## src/rtl/wdog_pkg.sv

```systemverilog
package wdog_pkg;
  localparam int BUS_W = 32;
  localparam int OFF_W = 12;

  localparam logic [OFF_W-1:0] A_RELOAD = 12'h000;
  localparam logic [OFF_W-1:0] A_COUNT  = 12'h004;
  localparam logic [OFF_W-1:0] A_CTRL   = 12'h008;
  localparam logic [OFF_W-1:0] A_ICLR   = 12'h00C;
  localparam logic [OFF_W-1:0] A_RAW    = 12'h010;
  localparam logic [OFF_W-1:0] A_MASKED = 12'h014;
  localparam logic [OFF_W-1:0] A_KEY    = 12'hC00;
  localparam logic [OFF_W-1:0] A_TMODE  = 12'hF00;
  localparam logic [OFF_W-1:0] A_TOUT   = 12'hF04;
  localparam logic [OFF_W-1:0] A_ID_LO  = 12'hFD0;
  localparam logic [OFF_W-1:0] A_ID_HI  = 12'hFFC;

  localparam logic [BUS_W-1:0] UNLOCK_KEY = 32'h1ACC_E551;

  typedef struct packed {
    logic rst_en;
    logic irq_en;
  } ctrl_t;

  // identification byte for word index idx; upper words shared by both variants
  function automatic logic [7:0] id_byte(input int idx, input bit alt);
    logic [7:0] b;
    case (idx)
      0:  b = alt ? 8'h00 : 8'h04;
      4:  b = alt ? 8'h05 : 8'h24;
      5:  b = alt ? 8'h18 : 8'hB8;
      6:  b = alt ? 8'h18 : 8'h1B;
      7:  b = alt ? 8'h01 : 8'h00;
      8:  b = 8'h0D;
      9:  b = 8'hF0;
      10: b = 8'h05;
      11: b = 8'hB1;
      default: b = 8'h00;
    endcase
    return b;
  endfunction
endpackage

```

## src/rtl/wdog_counter.sv

```systemverilog
module wdog_counter #(
  parameter int CNT_W = 32,
  parameter logic [CNT_W-1:0] RESET_LOAD = '1
) (
  input  logic             clk,
  input  logic             rst_n,
  input  logic             tick,
  input  logic             load_we,
  input  logic [CNT_W-1:0] load_val,
  input  logic             reload_req,
  input  logic [CNT_W-1:0] reload_val,
  input  logic             stop,
  output logic [CNT_W-1:0] count_q,
  output logic             running_q,
  output logic             expire
);
  localparam logic [CNT_W-1:0] ONE = {{(CNT_W-1){1'b0}}, 1'b1};

  logic [CNT_W-1:0] count_d;
  logic             running_d;
  logic             step_en;

  // a bus reload in the same cycle wins over the tick
  assign step_en = tick && running_q && !load_we && !reload_req;
  assign expire  = step_en && (count_q == ONE);

  always_comb begin
    count_d   = count_q;
    running_d = running_q;
    if (load_we) begin
      count_d   = load_val;
      running_d = 1'b1;
    end else if (reload_req) begin
      count_d = reload_val;
    end else if (step_en) begin
      if (count_q == '0) count_d = reload_val;
      else               count_d = count_q - ONE;
    end
    if (stop) running_d = 1'b0;
  end

  always_ff @(posedge clk or negedge rst_n) begin
    if (!rst_n) begin
      count_q   <= RESET_LOAD;
      running_q <= 1'b1;
    end else begin
      count_q   <= count_d;
      running_q <= running_d;
    end
  end
endmodule

```

## src/rtl/wdog_status.sv

```systemverilog
module wdog_status
  import wdog_pkg::*;
(
  input  logic       clk,
  input  logic       rst_n,
  input  logic       expire,
  input  logic       iclr_we,
  input  ctrl_t      ctrl,
  input  logic       itcr,
  input  logic [1:0] itop,
  output logic       raw_q,
  output logic       rstat_q,
  output logic       stop,
  output logic       irq_o,
  output logic       rst_o
);
  logic raw_d;
  logic rstat_d;

  assign stop = expire && raw_q;

  always_comb begin
    raw_d   = raw_q;
    rstat_d = rstat_q;
    if (iclr_we)            raw_d   = 1'b0;
    else if (expire)        raw_d   = 1'b1;
    if (stop)               rstat_d = 1'b1;
  end

  always_ff @(posedge clk or negedge rst_n) begin
    if (!rst_n) begin
      raw_q   <= 1'b0;
      rstat_q <= 1'b0;
    end else begin
      raw_q   <= raw_d;
      rstat_q <= rstat_d;
    end
  end

  always_comb begin
    if (itcr) begin
      irq_o = itop[1];
      rst_o = itop[0];
    end else begin
      irq_o = raw_q && ctrl.irq_en;
      rst_o = rstat_q && ctrl.rst_en;
    end
  end
endmodule

```

## src/rtl/wdog_regfile.sv

```systemverilog
module wdog_regfile
  import wdog_pkg::*;
#(
  parameter bit ALT_VARIANT = 1'b0,
  parameter int CNT_W = 32,
  parameter logic [CNT_W-1:0] RESET_LOAD = '1
) (
  input  logic             clk,
  input  logic             rst_n,
  input  logic             psel,
  input  logic             penable,
  input  logic             pwrite,
  input  logic [OFF_W-1:0] paddr,
  input  logic [BUS_W-1:0] pwdata,
  input  logic [CNT_W-1:0] count_q,
  input  logic             raw_q,
  output logic [BUS_W-1:0] prdata,
  output logic [CNT_W-1:0] load_q,
  output ctrl_t            ctrl_q,
  output logic             lock_q,
  output logic             itcr_q,
  output logic [1:0]       itop_q,
  output logic             load_we,
  output logic             iclr_we
);
  logic             bus_wr;
  logic             wr_ok;
  logic [CNT_W-1:0] load_d;
  ctrl_t            ctrl_d;
  logic             lock_d;
  logic             ctrl_frozen;
  logic [OFF_W-1:0] id_off;

  assign bus_wr  = psel && penable && pwrite;
  assign wr_ok   = bus_wr && (!lock_q || paddr == A_KEY);
  assign load_we = wr_ok && paddr == A_RELOAD;
  assign iclr_we = wr_ok && paddr == A_ICLR;
  assign ctrl_frozen = ALT_VARIANT && ctrl_q.irq_en;

  always_comb begin
    load_d = load_q;
    ctrl_d = ctrl_q;
    lock_d = lock_q;
    if (load_we) load_d = pwdata[CNT_W-1:0];
    if (wr_ok && paddr == A_CTRL && !ctrl_frozen) ctrl_d = ctrl_t'(pwdata[1:0]);
    if (wr_ok && paddr == A_KEY) lock_d = (pwdata != UNLOCK_KEY);
  end

  always_ff @(posedge clk or negedge rst_n) begin
    if (!rst_n) begin
      load_q <= RESET_LOAD;
      ctrl_q <= '0;
      lock_q <= 1'b0;
    end else begin
      load_q <= load_d;
      ctrl_q <= ctrl_d;
      lock_q <= lock_d;
    end
  end

  generate
    if (ALT_VARIANT) begin : g_no_test
      assign itcr_q = 1'b0;
      assign itop_q = 2'b00;
    end else begin : g_test
      logic       itcr_d;
      logic [1:0] itop_d;
      always_comb begin
        itcr_d = itcr_q;
        itop_d = itop_q;
        if (wr_ok && paddr == A_TMODE) itcr_d = pwdata[0];
        if (wr_ok && paddr == A_TOUT)  itop_d = pwdata[1:0];
      end
      always_ff @(posedge clk or negedge rst_n) begin
        if (!rst_n) begin
          itcr_q <= 1'b0;
          itop_q <= 2'b00;
        end else begin
          itcr_q <= itcr_d;
          itop_q <= itop_d;
        end
      end
    end
  endgenerate

  assign id_off = paddr - A_ID_LO;

  always_comb begin
    prdata = '0;
    case (paddr)
      A_RELOAD: prdata[CNT_W-1:0] = load_q;
      A_COUNT:  prdata[CNT_W-1:0] = count_q;
      A_CTRL:   prdata[1:0]       = ctrl_q;
      A_RAW:    prdata[0]         = raw_q;
      A_MASKED: prdata[0]         = raw_q && ctrl_q.irq_en;
      A_KEY:    prdata[0]         = lock_q;
      A_TMODE:  prdata[0]         = itcr_q;
      default: begin
        if (paddr >= A_ID_LO && paddr <= A_ID_HI && paddr[1:0] == 2'b00)
          prdata[7:0] = id_byte(int'(id_off[OFF_W-1:2]), ALT_VARIANT);
      end
    endcase
  end
endmodule

```

## src/rtl/twostage_wdog.sv

```systemverilog
module twostage_wdog
  import wdog_pkg::*;
#(
  parameter bit ALT_VARIANT = 1'b0,
  parameter int CNT_W = 32,
  parameter int ADDR_W = 12,
  parameter int SYNC_STAGES = 2,
  parameter logic [CNT_W-1:0] RESET_LOAD = '1
) (
  input  logic              pclk,
  input  logic              presetn,
  input  logic              psel,
  input  logic              penable,
  input  logic              pwrite,
  input  logic [ADDR_W-1:0] paddr,
  input  logic [BUS_W-1:0]  pwdata,
  output logic [BUS_W-1:0]  prdata,
  output logic              pready,
  output logic              pslverr,
  input  logic              tick_en,
  output logic              irq_o,
  output logic              rst_req_o
);
  logic [SYNC_STAGES-1:0] sync_q;
  logic                   rst_n;
  logic [CNT_W-1:0]       count_q;
  logic [CNT_W-1:0]       load_q;
  logic                   running_q;
  logic                   expire;
  logic                   stop;
  logic                   raw_q;
  logic                   rstat_q;
  ctrl_t                  ctrl_q;
  logic                   lock_q;
  logic                   itcr_q;
  logic [1:0]             itop_q;
  logic                   load_we;
  logic                   iclr_we;

  // reset asserts at once, releases after SYNC_STAGES edges
  always_ff @(posedge pclk or negedge presetn) begin
    if (!presetn) sync_q <= '0;
    else          sync_q <= {sync_q[SYNC_STAGES-2:0], 1'b1};
  end
  assign rst_n = sync_q[SYNC_STAGES-1];

  assign pready  = 1'b1;
  assign pslverr = 1'b0;

  wdog_regfile #(
    .ALT_VARIANT(ALT_VARIANT), .CNT_W(CNT_W), .RESET_LOAD(RESET_LOAD)
  ) u_regs (
    .clk(pclk), .rst_n(rst_n), .psel(psel), .penable(penable), .pwrite(pwrite),
    .paddr(paddr), .pwdata(pwdata), .count_q(count_q), .raw_q(raw_q),
    .prdata(prdata), .load_q(load_q), .ctrl_q(ctrl_q), .lock_q(lock_q),
    .itcr_q(itcr_q), .itop_q(itop_q), .load_we(load_we), .iclr_we(iclr_we)
  );

  wdog_counter #(.CNT_W(CNT_W), .RESET_LOAD(RESET_LOAD)) u_cnt (
    .clk(pclk), .rst_n(rst_n), .tick(tick_en), .load_we(load_we),
    .load_val(pwdata[CNT_W-1:0]), .reload_req(iclr_we), .reload_val(load_q),
    .stop(stop), .count_q(count_q), .running_q(running_q), .expire(expire)
  );

  wdog_status u_stat (
    .clk(pclk), .rst_n(rst_n), .expire(expire), .iclr_we(iclr_we),
    .ctrl(ctrl_q), .itcr(itcr_q), .itop(itop_q), .raw_q(raw_q),
    .rstat_q(rstat_q), .stop(stop), .irq_o(irq_o), .rst_o(rst_req_o)
  );
endmodule

```

## config.mk

```make
export PLATFORM = sky130hd
export DESIGN_NAME = twostage_wdog
export DESIGN_NICKNAME = d
export VERILOG_FILES = /design/src/rtl/wdog_pkg.sv /design/src/rtl/wdog_counter.sv /design/src/rtl/wdog_status.sv /design/src/rtl/wdog_regfile.sv /design/src/rtl/twostage_wdog.sv
export SDC_FILE = /design/constraint.sdc
export NUM_CORES = 1
export LEC_CHECK = 0
export BUFFER_PORTS_ARGS = -buffer_cell sky130_fd_sc_hd__buf_2
export CORE_ASPECT_RATIO = 0.6
export CORE_MARGIN = 2
export CORE_UTILIZATION = 50
export CTS_CLUSTER_DIAMETER = 60
export DETAILED_ROUTE_END_ITERATION = 16
export GPL_TIMING_DRIVEN = 0
export PLACE_DENSITY = 0.83
export SLEW_MARGIN = 30
export SYNTH_ARGS = -nofsm -noshare
export SYNTH_HDL_FRONTEND = slang
export SYNTH_HIERARCHICAL = 1
export SYNTH_SLANG_ARGS = --single-unit
```

## constraint.sdc

```tcl
create_clock -name pclk -period 3.8 [get_ports pclk]
set_clock_uncertainty 0.1 [all_clocks]
set_input_delay 0.19 -clock pclk [delete_from_list [all_inputs] [get_ports pclk]]
set_output_delay 0.19 -clock pclk [all_outputs]
set_load 0.05 [all_outputs]
```

==> metrics.yaml <==
logic_synthesis:
  synthDominantCellAreaShare: 0.322
  synth-async-reset-ratio: 1.00
  synth_cell_type_count: 70
  synth_edf_count: 0
  netlist_instances: 532
  synth-seq-cells: 75
  ys_seq_area_frac: 0.369
  avgSynthCellArea_um2: 9.96
  synthTopCellsByArea: "dfstp_2, mux2_4, dfrtp_1, a22o_1, a22oi_1"
  synthFlopType: "dfstp_2"
  synth_top_cell_by_area: "dfstp_2"
  yosysWarnings: 6
  synth_area_um2: 5300
floorplanning:
  start_util: 0.507
  die_h_um: 83.8
  fp.dieArea_um2: 11500
  core_um2: 10500
  io_pins: 86
  rows: 29
  chipWidth_um: 137
sta:
  min_period_over_period: 0.967
  drv_slew: 0
  worst_slack_ns: 0.126
  rsz0062_at_grt: "no"
  tightest_slew_ns: 1.00
  slew_headroom: 0.332
  period_minus_slack_ns: 3.67
  finalHoldViolations: 0
  fmax_mhz: 272
  setup_viol: 0
routing:
  vias_per_cell: 6.93
  drt_iter0_drc: 600
  firstDrtPassIters: 6
  vias: 5357
  routedWlPerCell_um: 25.1
  antenna_left: 0
  drc: 0
  wl_um: 19400
setup_path:
  critPathKind: "input pin to flop"
  crit_path_start_kind: "input pin"
  endpoint_kind: "flop"
  crit_chain: "buf_2, inv_1, ha_1, and3_1, and3_1, clkbuf_1, clkinv_1, a21oi_4, clkbuf_1, o221ai_1, nand2_1"
  cp.arrival_ns: 3.85
  critPathMaxStageDelay_ns: 0.58
  crit_fanout: 10
  crit_slowest_cell: "clkinv_1"
  required_ns: 3.98
layout:
  fin_cells: 773
  fill_cells: 928
  seqCellArea_um2: 1960
  final_core_util: 0.599
  stdcell_area_um2: 6260
  layout-drive-gt1-share: 0.364
  layout.nets: 688
  syn2layout_area_growth_pct: 18.2
  multi_input_area_um2: 3130
  antenna_cells: 0
global_route:
  grt_max_degree: 40
  grt_pass1_wl_um: 29500
  grt_use_total: 0.343
  grt_overflow: 0
  antenna_found_initial: 0
  grt_pass1_vias: 5115
min_path:
  hp-class: "input pin to flop"
power_and_ir_drop:
  ir_drop_mv: 0.297
  p_leak_nw: 2.74
  powerDensity_nw_per_um2: 424
clock_network:
  cts.path.max_buffers: 2
  cts_setup_buffers: 0
  cts_tree: "done"
  clk_pin_slew_ns: 0.06
  numCtsBuffers: 9
  htree_levels: 3
  cts_root_buf: "clkbuf_16"
  clkLatencyLatePin_ns: 0.34
  clkSinkCount: 75
status:
  status: "finished clean"
placed_design:
  io_buffers: 83
  placed_cell_area_um2: 5920
  post-dp-hpwl_um: 14100
  dp.cells: 756
  dpl_worst_slack_ns: -0.0647
  gp_congestion: 1.01
flow_run:
  drv_cap: 0
## final timing paths
| check | depth (start not counted) | from | slack [ns] | endpoint |
|---|---|---|---|---|
| worst max-delay path | 11 | paddr[4] | 0.13 | u_cnt/count_q[4] |
| worst min-delay path | 2 | pwdata[4] | 0.01 | u_regs/load_q[4] |
| worst max register to register | 8 | u_regs/lock_q | 0.28 | u_cnt/count_q[4] |
| worst min register to register | 0 | sync_q[0] | 0.25 | sync_q[1] |
| max in group asynchronous | 1 | sync_q[1] | 2.77 | u_cnt/count_q[19] |
| min in group asynchronous | 2 | presetn | 0.06 | sync_q[0] |
## critical path: cells and delay by family
kind                     cells  cell delay, ns
AO/OA/AOI/OAI                2            0.81
adder cells (fa/ha/maj)      1            0.29
buffers and inverters        5            1.90
AND/OR/NAND/NOR              3            0.65
## placed cells by master (no fill, tap or decap), types with 6 or more instances in the layout
master     count
a31oi_1        7
nand3_1       28
a22o_1        28
clkbuf_1      23
inv_1         11
o22ai_1       13
mux2i_1        6
o21ai_0       15
nand4_1        8
o31ai_1        9
nor3_1        24
nor4_1        17
dfrtp_1        9
clkbuf_16      9
o221ai_1       6
xnor2_1        6
buf_2         92
a22oi_1       20
mux2_4        29
nor2_1        33
nand2_1       29
ha_1           9
and3_1         6
dfstp_2       65
or4_1          6
a21oi_1       10
## what timing repair did
| action | in CTS | in global routing |
|---|---|---|
| setup endpoints to repair | 0 | 1 |
| hold buffers | 1 | 0 |
| resized for setup | 0 | 1 |
| hold endpoints to repair | 2 | 0 |
## cells in the mapped netlist (all sizes together) (3+ instances only)
cell	n
dfstp	65
mux2	38
nor2	33
nand2	29
a22o	28
nand3	28
nor3	24
nor4	23
clkbuf	22
a22oi	20
buf	16
o21ai	16
o22ai	13
a21oi	11
inv	11
dfrtp	10
nand4	10
ha	9
o31ai	9
a31oi	7
and3	6
mux2i	6
o221ai	6
or4	6
xnor2	6
nor3b	5
a211oi	4
and2	4
nand2b	4
nor4bb	4
o2111ai	4
o211ai	4
o41ai	4
xor2	4
nor4b	3
o311ai	3
o31a	3
or2	3
or3	3
## cell type report
cell class              instances  share of cell area
plain buffers                  38              0.0306
clock buffers                  10              0.0366
clock inverters                 6              0.0144
inverters                      12             0.00719
multi-input cells             408               0.499
flip-flops and latches         75               0.313
well taps                     139              0.0278
repair buffers                 85              0.0711
## flip-flops by register name, indices dropped and copies added, names as in the netlist
| register | cells |
|---|---|
| u_cnt/running_q | 1 |
| u_regs/lock_q | 1 |
| u_regs/ctrl_q | 2 |
| u_stat/rstat_q | 1 |
| u_regs/itop_q | 2 |
| u_regs/itcr_q | 1 |
| u_cnt/count_q | 32 |
| u_stat/raw_q | 1 |
| u_regs/load_q | 32 |
| sync_q | 2 |
## through the flow
stage | hold slack, ns | total power, mW | setup TNS (ns)
2_1_floorplan | -0.206 | 1.40 | 0
3_3_place_gp | -0.125 | 1.66 | -1.93
3_5_place_dp | -0.123 | 1.68 | -0.0854
4_1_cts | 0.00849 | 2.61 | 0
5_1_grt | 0.0121 | 2.74 | 0
6_report | 0.0149 | 2.65 | 0
## power breakdown
group	internal [mW]	switching [mW]
Combinational	0.276	0.590
Clock	0.576	0.350
Sequential	0.829	0.0328
## layer usage
metal,up-vias,global-route usage,wire (um)
met4,0,0.110,540
met1,2615,0.518,8600
met5,-,0,0
met3,54,0.112,2590
met2,395,0.456,7670
li1,2293,-,-
## cell families (layout without fill, tap and decap cells)
group                      after synthesis  in the layout  share of synthesized area
other                                    2              3                    0.00142
adders and majority gates                9              9                     0.0212
muxes                                   44             44                      0.113
AOI/OAI and AO/OA                      150            150                      0.221
xor gates and xnor gates                10             10                     0.0165
and+or+nand+nor                        192            192                      0.213
buffers and inverters                   50            151                     0.0446
DFF                                     75             75                      0.369
Power figures use the tool's default switching activity.
